File: src/rtl/aux_bank_sel.sv
module aux_bank_sel #(
  parameter int DATA_W = 8
) (
  input  logic              clk,
  input  logic              rst_n,
  input  logic [15:0]       bus_addr,
  input  logic              bus_rd,
  input  logic              bus_wr,
  output logic              rd_aux,
  output logic              wr_aux,
  output logic              stat_hit,
  output logic [DATA_W-1:0] stat_data
);

  logic store80_q, rdalt_q, wralt_q, zpalt_q, page2_q;

  wire sw_blk   = (bus_addr[15:4] == 12'hC00);
  wire sw_wr    = bus_wr && sw_blk;
  wire pg_touch = (bus_rd || bus_wr) && (bus_addr[15:1] == 15'h602A);

  always_ff @(posedge clk) begin
    if (!rst_n) begin
      store80_q <= 1'b0;
      rdalt_q   <= 1'b0;
      wralt_q   <= 1'b0;
      zpalt_q   <= 1'b0;
      page2_q   <= 1'b0;
    end else begin
      if (sw_wr) begin
        case (bus_addr[3:1])
          3'd0: store80_q <= bus_addr[0];
          3'd1: rdalt_q   <= bus_addr[0];
          3'd2: wralt_q   <= bus_addr[0];
          3'd4: zpalt_q   <= bus_addr[0];
          default: ;
        endcase
      end
      if (pg_touch) page2_q <= bus_addr[0];
    end
  end

  wire in_zp   = (bus_addr < 16'h0200);
  wire in_text = (bus_addr[15:10] == 6'b000001);
  wire in_gen  = !in_zp && (bus_addr < 16'hC000);

  assign rd_aux = in_zp               ? zpalt_q :
                  (in_text && store80_q) ? page2_q :
                  in_gen              ? rdalt_q : 1'b0;
  assign wr_aux = in_zp               ? zpalt_q :
                  (in_text && store80_q) ? page2_q :
                  in_gen              ? wralt_q : 1'b0;

  logic flag_sel;
  always_comb begin
    stat_hit = bus_rd;
    flag_sel = 1'b0;
    case (bus_addr)
      16'hC013: flag_sel = rdalt_q;
      16'hC014: flag_sel = wralt_q;
      16'hC016: flag_sel = zpalt_q;
      16'hC018: flag_sel = store80_q;
      16'hC01C: flag_sel = page2_q;
      default:  stat_hit = 1'b0;
    endcase
  end

  assign stat_data = stat_hit ? {flag_sel, {(DATA_W-1){1'b0}}} : '0;

  AST_RDALT_SET: assert property (@(posedge clk) disable iff (!rst_n)
    (bus_wr && bus_addr == 16'hC003) |=> rdalt_q);
  AST_SW_READ_QUIET: assert property (@(posedge clk) disable iff (!rst_n)
    (bus_rd && !bus_wr && sw_blk) |=> ($stable(rdalt_q) && $stable(wralt_q) && $stable(zpalt_q) && $stable(store80_q)));
  AST_STACK_BOTH: assert property (@(posedge clk) disable iff (!rst_n)
    (bus_addr < 16'h0200) |-> (rd_aux == wr_aux));
  AST_TEXT_LOCKED: assert property (@(posedge clk) disable iff (!rst_n)
    (store80_q && bus_addr[15:10] == 6'b000001) |-> (rd_aux == wr_aux));
  AST_PAGE_CLEAR: assert property (@(posedge clk) disable iff (!rst_n)
    ((bus_rd || bus_wr) && bus_addr == 16'hC054) |=> !page2_q);
  AST_STAT_LOW_ZERO: assert property (@(posedge clk) disable iff (!rst_n)
    stat_hit |-> (stat_data[DATA_W-2:0] == '0));
  AST_IO_MAIN: assert property (@(posedge clk) disable iff (!rst_n)
    (bus_addr >= 16'hC000) |-> (!rd_aux && !wr_aux));

endmodule

File: config.mk
export PLATFORM = sky130hd
export DESIGN_NAME = aux_bank_sel
export DESIGN_NICKNAME = d
export VERILOG_FILES = /design/src/rtl/aux_bank_sel.sv
export SDC_FILE = /design/constraint.sdc
export NUM_CORES = 1
export LEC_CHECK = 0
export ABC_CLOCK_PERIOD_IN_PS = 2000
export BUFFER_PORTS_ARGS = -buffer_cell sky130_fd_sc_hd__buf_2
export CAP_MARGIN = 10
export CORE_AREA = 2 2 48 50
export DETAILED_ROUTE_END_ITERATION = 10
export DIE_AREA = 0 0 50 52
export GPL_TIMING_DRIVEN = 0
export PLACE_DENSITY_LB_ADDON = 0.25
export SLEW_MARGIN = 5
export SYNTH_ARGS = -nofsm -noshare
export SYNTH_HDL_FRONTEND = slang
export SYNTH_SLANG_ARGS = --single-unit
File: constraint.sdc
create_clock -name clk -period 2 [get_ports clk]
set_input_delay 0.1 -clock clk [delete_from_list [all_inputs] [get_ports clk]]
set_output_delay 0.1 -clock clk [all_outputs]
set_load 0.01 [all_outputs]
# After elaboration in Yosys (flattened, before gate mapping)
# Index checks and enable logic that the tools add are counted.
[word_totals]
ff_bits = 5
out_inout_bits = 11
wordCells = 39
input_bits = 20
[op_classes]
n_reduce_logical = 12
eq_ne = 11
n_mux = 9
n_lt_le_gt_ge = 2
[ops]
columns = ["op", "n"]
rows = [
  ["$eq 16x16->1 const B", 5],
  ["$lt 16x10->1 const B", 1],
  ["$lt 16x16->1 const B", 1],
  ["$eq 15x15->1 const B", 1],
  ["$eq 12x12->1 const B", 1],
  ["$mux 8", 1],
  ["$reduce_and 2->1", 4],
  ["$mux 1", 7],
  ["$eq 6x1->1 const B", 1],
  ["$pmux 1 s5", 1],
  ["$reduce_or 5->1", 1],
  ["$logic_and 1x1->1", 4],
  ["$eq 3x1->1 const B", 1],
  ["$eq 3x2->1 const B", 1],
  ["$eq 3x3->1 const B", 1],
  ["$logic_not 3->1", 1],
  ["$logic_not 1->1", 1],
  ["$logic_or 1x1->1", 1],
]

# Longest topological paths before layout
# Gate-level depths: netlist of run 1.
[depth]
ltp_word = 6
depth_mapped = 4
mapped_depth_nobuf = 4

# Worst setup path after synthesis of run 1
# No wires, ideal clock.
[synth_timing]
kind = "input-to-output"
from = "input port bus_addr[9]"
to = "output port stat_data[7]"
path_stages = 4
arrival_ns = 1.140
required_time_ns = 1.900
path_buffers = 0
setup_slack_ns = 0.760
cell_sequence = "and4bb_1 -> nand4_1 -> or3b_1 -> a21oi_1"
[synth_between]
elab_chain_len = 4
word_cells_on_any_way = 9
cone_classes = "eq/ne: 5; mux: 3; reduce/logical: 1"
[synth_rtl]
columns = ["item", "line_no", "text"]
rows = [
  ["start: declaration", "6", "input logic [15:0] bus_addr,"],
  ["$eq 16x16->1", "57", "case (bus_addr)"],
  ["$reduce_or 5->1 (no source line)", "n/a", ""],
  ["$mux 1", "57", ""],
  ["$mux 8 (*)", "67", "assign stat_data = stat_hit ? {flag_sel, {(DATA_W-1){1'b0}}} : '0;"],
  ["end: declaration", "12", "output logic [DATA_W-1:0] stat_data"],
]
# Mark *: on every way between the ends. The rest lies on a longest branch, timed or not.

# Worst setup path in the final report of run 1
# Ends and elaborated chain as after synthesis.

==> results of run 1 <==
==> power by group <==
part	internal (mW)	switching, mW	leakage (nW)	total (mW)
clock	0.0755	0.0423	0.0150	0.118
sequential	0.100	0.00000150	0.0402	0.100
combinational	0.0332	0.0363	0.264	0.0695
total	0.209	0.0785	0.319	0.287
==> logic make-up after synthesis <==
kind of cell / after synthesis
AOI/OAI and AO/OA: 16
buffers and inverters: 7
DFF: 5
muxes: 2
other: 1
and+or+nand+nor: 34
==> cell type report <==
type | count | area, sq um
repair buffers | 23 | 115
plain buffers | 7 | 52.6
fillers | 229 | 1400
flip-flops and latches | 5 | 100
well taps | 28 | 35.0
clock buffers | 4 | 26.3
multi-input cells | 59 | 374
==> worst max-delay path by stage <==
| stage | slack [ns] | endpoint | depth (start not counted) | start |
|---|---|---|---|---|
| floorplan | 0.76 | stat_data[7] | 4 | bus_addr[9] |
| CTS | 0.50 | stat_data[7] | 6 | bus_addr[9] |
| detailed placement | 0.52 | stat_data[7] | 6 | bus_addr[9] |
| global placement | 0.49 | stat_data[7] | 6 | bus_addr[9] |
| global route | 0.40 | stat_data[7] | 6 | bus_addr[10] |
| finish | 0.51 | stat_data[7] | 6 | bus_addr[9] |
==> sequential cells by signal, summed over array words and instances, names as in the netlist <==
| signal | count |
|---|---|
| page2_q | 1 |
| rdalt_q | 1 |
| wralt_q | 1 |
| zpalt_q | 1 |
| store80_q | 1 |
==> layout by cell type, fill, tap and decap left out, types with 2 or more instances in the layout <==
cell type  count
buf_2         23
buf_4          7
conb_1         7
nand2b_1       6
nand2_1        6
dfxtp_1        5
a21oi_1        4
o211ai_1       4
nor2_1         3
nand3_1        3
nand3b_1       3
nor3_1         3
o31ai_1        3
clkbuf_4       3
mux2i_1        2
nand4_1        2
==> metal layers <==
layer / global-route usage [%] / part of all wire [%] / vias up
met5: 0 / 0 / -
met4: 4.17 / 1.1 / 0
met3: 6.32 / 8.3 / 2
met2: 18.4 / 52 / 19
met1: 10.4 / 39 / 247
li1: - / - / 303
==> summary.md, run 1 <==
| Metric | Value |
|---|---|
| Status | `finished, final reports clean` |
| Leakage power | `0.319 nW` |
| Fmax | `0.670 GHz` |
| Worst skew pair latency | `0.24 ns` |
| CTS buffer count | `3` |
| Adder-cell share of the synthesized area | `0%` |
| Yosys cell types | `27` |
| Pins Over Slew Limit | `0` |
| Final worst path period need | `1.49 ns` |
| Row cnt | `17` |
| Root buf cell | `clkbuf_4` |
| Die area | `2600 sq um` |
| Crit-path max cell delay | `0.40 ns` |
| Number of global-route vias before repair | `476` |
| Crit share post-route | `74.6%` |
| Crit-path slowest cell | `or3b_1` |
| RSZ-0062 raised after global routing | `false` |
| Clk slew on worst S/H paths | `0.04 ns` |
| CTS-repair resized insts | `0` |
| Synth Warn # | `0` |
| Setup Skew | `0 ns` |
| Worst Hold End | `store80_q` |
| Largest family of logic cells by synthesized area | `simple AND/OR/NAND/NOR gates` |
| Synth area leaders | `dfxtp_1 (20%), buf_4 (10%), nand2b_1 (7.4%)` |
| Crit Reg-Reg Startpoint | `store80_q` |
| Most common cell in the synthesized netlist | `buf_4` |
| Critical Path AT | `1.39 ns` |
| Fraction of registers with async set/reset | `0%` |
| Initial Util | `23.9%` |
| R2r setup slk | `1.36 ns` |
| Die Ht | `52 um` |
| Post-synth EDFFs | `0` |
| CTS tree | `yes` |
| Hold crit path type | `input port to flop` |
| CP Cell Sequence | `buf_2 > and4bb_1 > nand4_1 > or3b_1 > a21oi_1 > buf_2` |
| Post-CTS Setup Repair Bufs | `0` |
| RR Endpoint | `store80_q` |
| CP Capture Type | `primary output` |
| Compound-gate portion of the synthesized area | `22.1%` |
| Synth Cell Area | `504 sq um` |
| Via count | `571` |
| Dominant cell type by area after synthesis | `dfxtp_1` |
| Avg WL per Cell | `9.90 um` |
| TritonCTS Sinks | `5` |
| Post-route insts no fill | `126` |
| DRC viols | `0` |
| Hold_sp | `bus_addr[1]` |
| Pwr Total | `0.287 mW` |
| # IOs | `31` |
| Global route total overflow | `0` |
| Post-Synthesis Cells | `65` |
| Cell repeated most along the worst path | `buf_2` |
| CP Max Fanout | `4` |
| Core ar. | `2110 sq um` |
| Htree depth | `1` |
| Peak VDD IR | `0.446 mV` |
| Number of port buffers | `23` |
| CP Launch Type | `input port` |
| GP Congestion | `0.802` |
| XOR/XNOR Fraction of Synth Area | `0%` |
| Routed WL | `1250 um` |
| Initial antenna violation count | `0` |
| DRT iter0 DRCs | `6` |
| Hold slack | `0.101 ns` |
| Final Core Density | `33.4%` |
| Setup-failing EPs final | `0` |
| Pre-CTS setup slack | `0.515 ns` |
| Critical path buffers and inverters | `2` |
| Placed Instance Area | `677 sq um` |
| Hold buffer count at cts | `0` |
| Pre-antenna DRT Iters | `2` |
| Primary FF master, synth | `dfxtp_1` |
| CP required | `1.90 ns` |
| Flop and latch count out of synthesis | `5` |
| Worst setup margin | `0.507 ns` |
| P per Cell Area | `409 nW/um^2` |
| Largest net degree at the start of global routing | `8` |
| Diode count | `0` |
| Synth top cells by count | `buf_4 (7), nand2_1 (6), nand2b_1 (6), dfxtp_1 (5)` |
| Fin. Hold Viols | `0` |
| Design area | `703 sq um` |
| First-pass GRT wire length | `2020 um` |
| R2r worst-path depth | `2` |
| Hold Crit Depth | `2` |
| Dpl hpwl | `1090 um` |
| Setup_tns | `0 ns` |
| Total of max-cap violations | `0` |
| Share of post-route cells with drive strength above 1 | `35.7%` |
| Post-synthesis simple-gate area fraction | `42.9%` |
| DP Cell Count | `122` |
| Worst Path Class, Setup | `input port to primary output` |
| Layout area overhead | `39.5%` |
| GRT Overall Usage | `10.7%` |
| Die width | `50 um` |
| Register area share after synthesis | `19.9%` |
| Mux share of post-synthesis cell area | `3.97%` |
| Final antenna-violating net count | `0` |
| Synth top area share | `19.9%` |
| Post-DR vias/cell | `4.53` |
| Mapped Avg Cell Area | `7.76 sq um` |
| Clk buf depth | `2` |
| Worst path top cell family by delay | `simple AND/OR/NAND/NOR gates` |
| Net count, final | `119` |
No activity file was read; power rests on OpenSTA's default activity.
==> inputs of run 2 (changes only) <==
--- a/config.mk
+++ b/config.mk
@@ -5,7 +5,7 @@
 export SDC_FILE = /design/constraint.sdc
 export NUM_CORES = 1
 export LEC_CHECK = 0
-export ABC_CLOCK_PERIOD_IN_PS = 2000
+export ABC_CLOCK_PERIOD_IN_PS = 1200
 export BUFFER_PORTS_ARGS = -buffer_cell sky130_fd_sc_hd__buf_2
 export CAP_MARGIN = 10
 export CORE_AREA = 2 2 48 50
==> constraint.sdc (replaced) <==
create_clock -name clk -period 1.2 [get_ports clk]
set_input_delay 0.06 -clock clk [delete_from_list [all_inputs] [get_ports clk]]
set_output_delay 0.06 -clock clk [all_outputs]
set_load 0.01 [all_outputs]
==> summary.md, run 2 (synthesized netlist as in run 1, its figures left out) <==
| Metric | Value |
|---|---|
| Reg area | `105 sq um (+5.0%)` |
| Final Core Density | `38.1% (+4.8 points)` |
| Switching portion of total power | `27.4% (+0.045 points)` |
| Critical Path AT | `1.22 ns (-0.17 ns)` |
| CP Cell Sequence | `buf_6 > and4bb_1 > nand4_1 > or3b_1 > a21oi_1 > buf_2` |
| Crit-path slowest cell | `or3b_1` |
| Clk slew on worst S/H paths | `0.04 ns (about the same)` |
| Die Ht | `52 um (unchanged)` |
| Core ar. | `2110 sq um (unchanged)` |
| Internal power | `0.362 mW (+73%)` |
| RSZ-0062 raised after global routing | `true` |
| Most frequent cells in the layout | `buf_2 (20), buf_4 (14), conb_1 (7)` |
| Post-route insts no fill | `133 (+5.6%)` |
| Largest net degree at the start of global routing | `8 (unchanged)` |
| P per Cell Area | `621 nW/um^2 (+52%)` |
| Initial antenna violation count | `0 (unchanged)` |
| Violated checks | `setup timing` |
| Crit-path max cell delay | `0.36 ns (-0.04 ns)` |
| Leakage power | `0.375 nW (+17%)` |
| Pins Over Slew Limit | `0 (unchanged)` |
| CP required | `1.14 ns (-0.76 ns)` |
| Share of post-route cells with drive strength above 1 | `46.7% (+11 points)` |
| Commonest non-fill, non-tap cell in the layout | `buf_2` |
| Final worst path period need | `1.28 ns` |
| Gate power share | `27.1% (+2.9 points)` |
| Die area | `2600 sq um (unchanged)` |
| Hold crit path type | `input port to flop` |
| Filler cells | `222 (-3.1%)` |
| Multi-input logic area | `394 sq um (+5.4%)` |
| Hold slack | `0.0539 ns (-0.0474 ns)` |
| TritonCTS Sinks | `5 (unchanged)` |
| CP Launch Type | `input port` |
| Diode count | `0 (unchanged)` |
| Total of max-cap violations | `0 (unchanged)` |
| Worst path top cell family by delay | `simple AND/OR/NAND/NOR gates` |
| R2r worst-path depth | `2 (unchanged)` |
| Htree depth | `1 (unchanged)` |
| Clock power share | `39.4% (-1.6 points)` |
| Avg WL per Cell | `10.4 um (+4.7%)` |
| Setup_tns | `-0.0763 ns (-0.0763 ns)` |
| Flop pwr share | `33.4% (-1.4 points)` |
| Number of global-route vias before repair | `533 (+12%)` |
| Worst setup margin | `-0.0763 ns (-0.584 ns)` |
| Initial Util | `23.9% (unchanged)` |
| Row cnt | `17 (unchanged)` |
| DP Cell Count | `122 (unchanged)` |
| Dpl hpwl | `1090 um (unchanged)` |
| Critical path buffers and inverters | `2 (unchanged)` |
| GRT Overall Usage | `12.1% (+1.4 points)` |
| Clk buf depth | `2 (unchanged)` |
| Fin. Hold Viols | `0 (unchanged)` |
| Number of port buffers | `23 (unchanged)` |
| Worst Path Class, Setup | `input port to primary output` |
| Final antenna-violating net count | `0 (unchanged)` |
| Crit share post-route | `106%` |
| Global route total overflow | `0 (unchanged)` |
| DRT iter0 DRCs | `3 (-3)` |
| Setup-failing EPs final | `1 (+1)` |
| Post-DR vias/cell | `4.51 (-0.45%)` |
| Die width | `50 um (unchanged)` |
| CTS buffer count | `3 (unchanged)` |
| Worst skew pair latency | `0.24 ns (about the same)` |
| First-pass GRT wire length | `2300 um (+14%)` |
| Status | `complete, but fails checks` |
| Pre-antenna DRT Iters | `4 (+2)` |
| Pre-CTS setup slack | `-0.205 ns (-0.720 ns)` |
| Root buf cell | `clkbuf_4` |
| Sw power | `0.136 mW (+74%)` |
| CP Max Fanout | `3 (-1)` |
| Routed WL | `1380 um (+10%)` |
| DRC viols | `0 (unchanged)` |
| CTS tree | `yes` |
| CP Capture Type | `primary output` |
| Net count, final | `126 (+5.9%)` |
| Setup Skew | `0 ns (unchanged)` |
| GP Congestion | `0.802 (unchanged)` |
| Peak VDD IR | `0.756 mV (+70%)` |
| Fmax | `0.784 GHz` |
| Stages on the worst setup path | `6 (unchanged)` |
| Hold Crit Depth | `2 (unchanged)` |
| Hold buffer count at cts | `0 (unchanged)` |
| Layout area overhead | `59.3%` |
| # IOs | `31 (unchanged)` |
| Via count | `600 (+5.1%)` |
-- run 2: cell types whose count changed in the layout (fill, tap and decap cells not counted), sizes merged --
cell	before	now
buf	30	37
-- run 2: layer usage --
metal / share of wire [%] / global-route usage [%] / vias up
met5: 0 / 0 / -
met1: 39 / 11.6 / 261
met3: 7.5 / 6.61 / 2
li1: - / - / 318
met2: 52 / 21.3 / 19
met4: 1.0 / 5.09 / 0
-- run 2: repair_timing --
action                                  in CTS  in global routing
endpoints found under the setup margin       3                  5
pin swaps                                    8                  3
setup buffers                                7                  1
resized for setup                            8                  4
-- run 2: layout make-up --
cell class | instances | share of cell area, %
plain buffers | 7 | 6.54
clock buffers | 4 | 3.27
multi-input cells | 59 | 49.1
flip-flops and latches | 5 | 13.1
well taps | 28 | 4.36
repair buffers | 30 | 23.7
-- run 2: power by group through the flow --
stage	clock, mW	sequential (mW)	combinational [mW]
6_report	0.197	0.167	0.135
5_1_grt	0.219	0.166	0.149
2_1_floorplan	0	0.170	0.0584
3_5_place_dp	0	0.170	0.116
4_1_cts	0.207	0.167	0.132
3_3_place_gp	0	0.170	0.114
-- run 2: final timing paths --
path,to,from,slack (ns)
worst max-delay path,stat_data[7],bus_addr[9],-0.08
worst min-delay path,store80_q,bus_addr[1],0.05
worst max register to register,store80_q,store80_q,0.57
worst min register to register,wralt_q,wralt_q,0.48
-- run 2: through the flow --
stage	total power [mW]	cell area [sq um]
detailed placement	0.286	677
CTS	0.506	788
global placement	0.283	677
global route	0.534	803
floorplan	0.228	527
finish	0.499	803
-- run 2: worst register-to-register path, stage by stage (launching register included) --
cell and delay, ns:
dfxtp_2 0.33, o311ai_1 0.07, o41ai_1 0.11
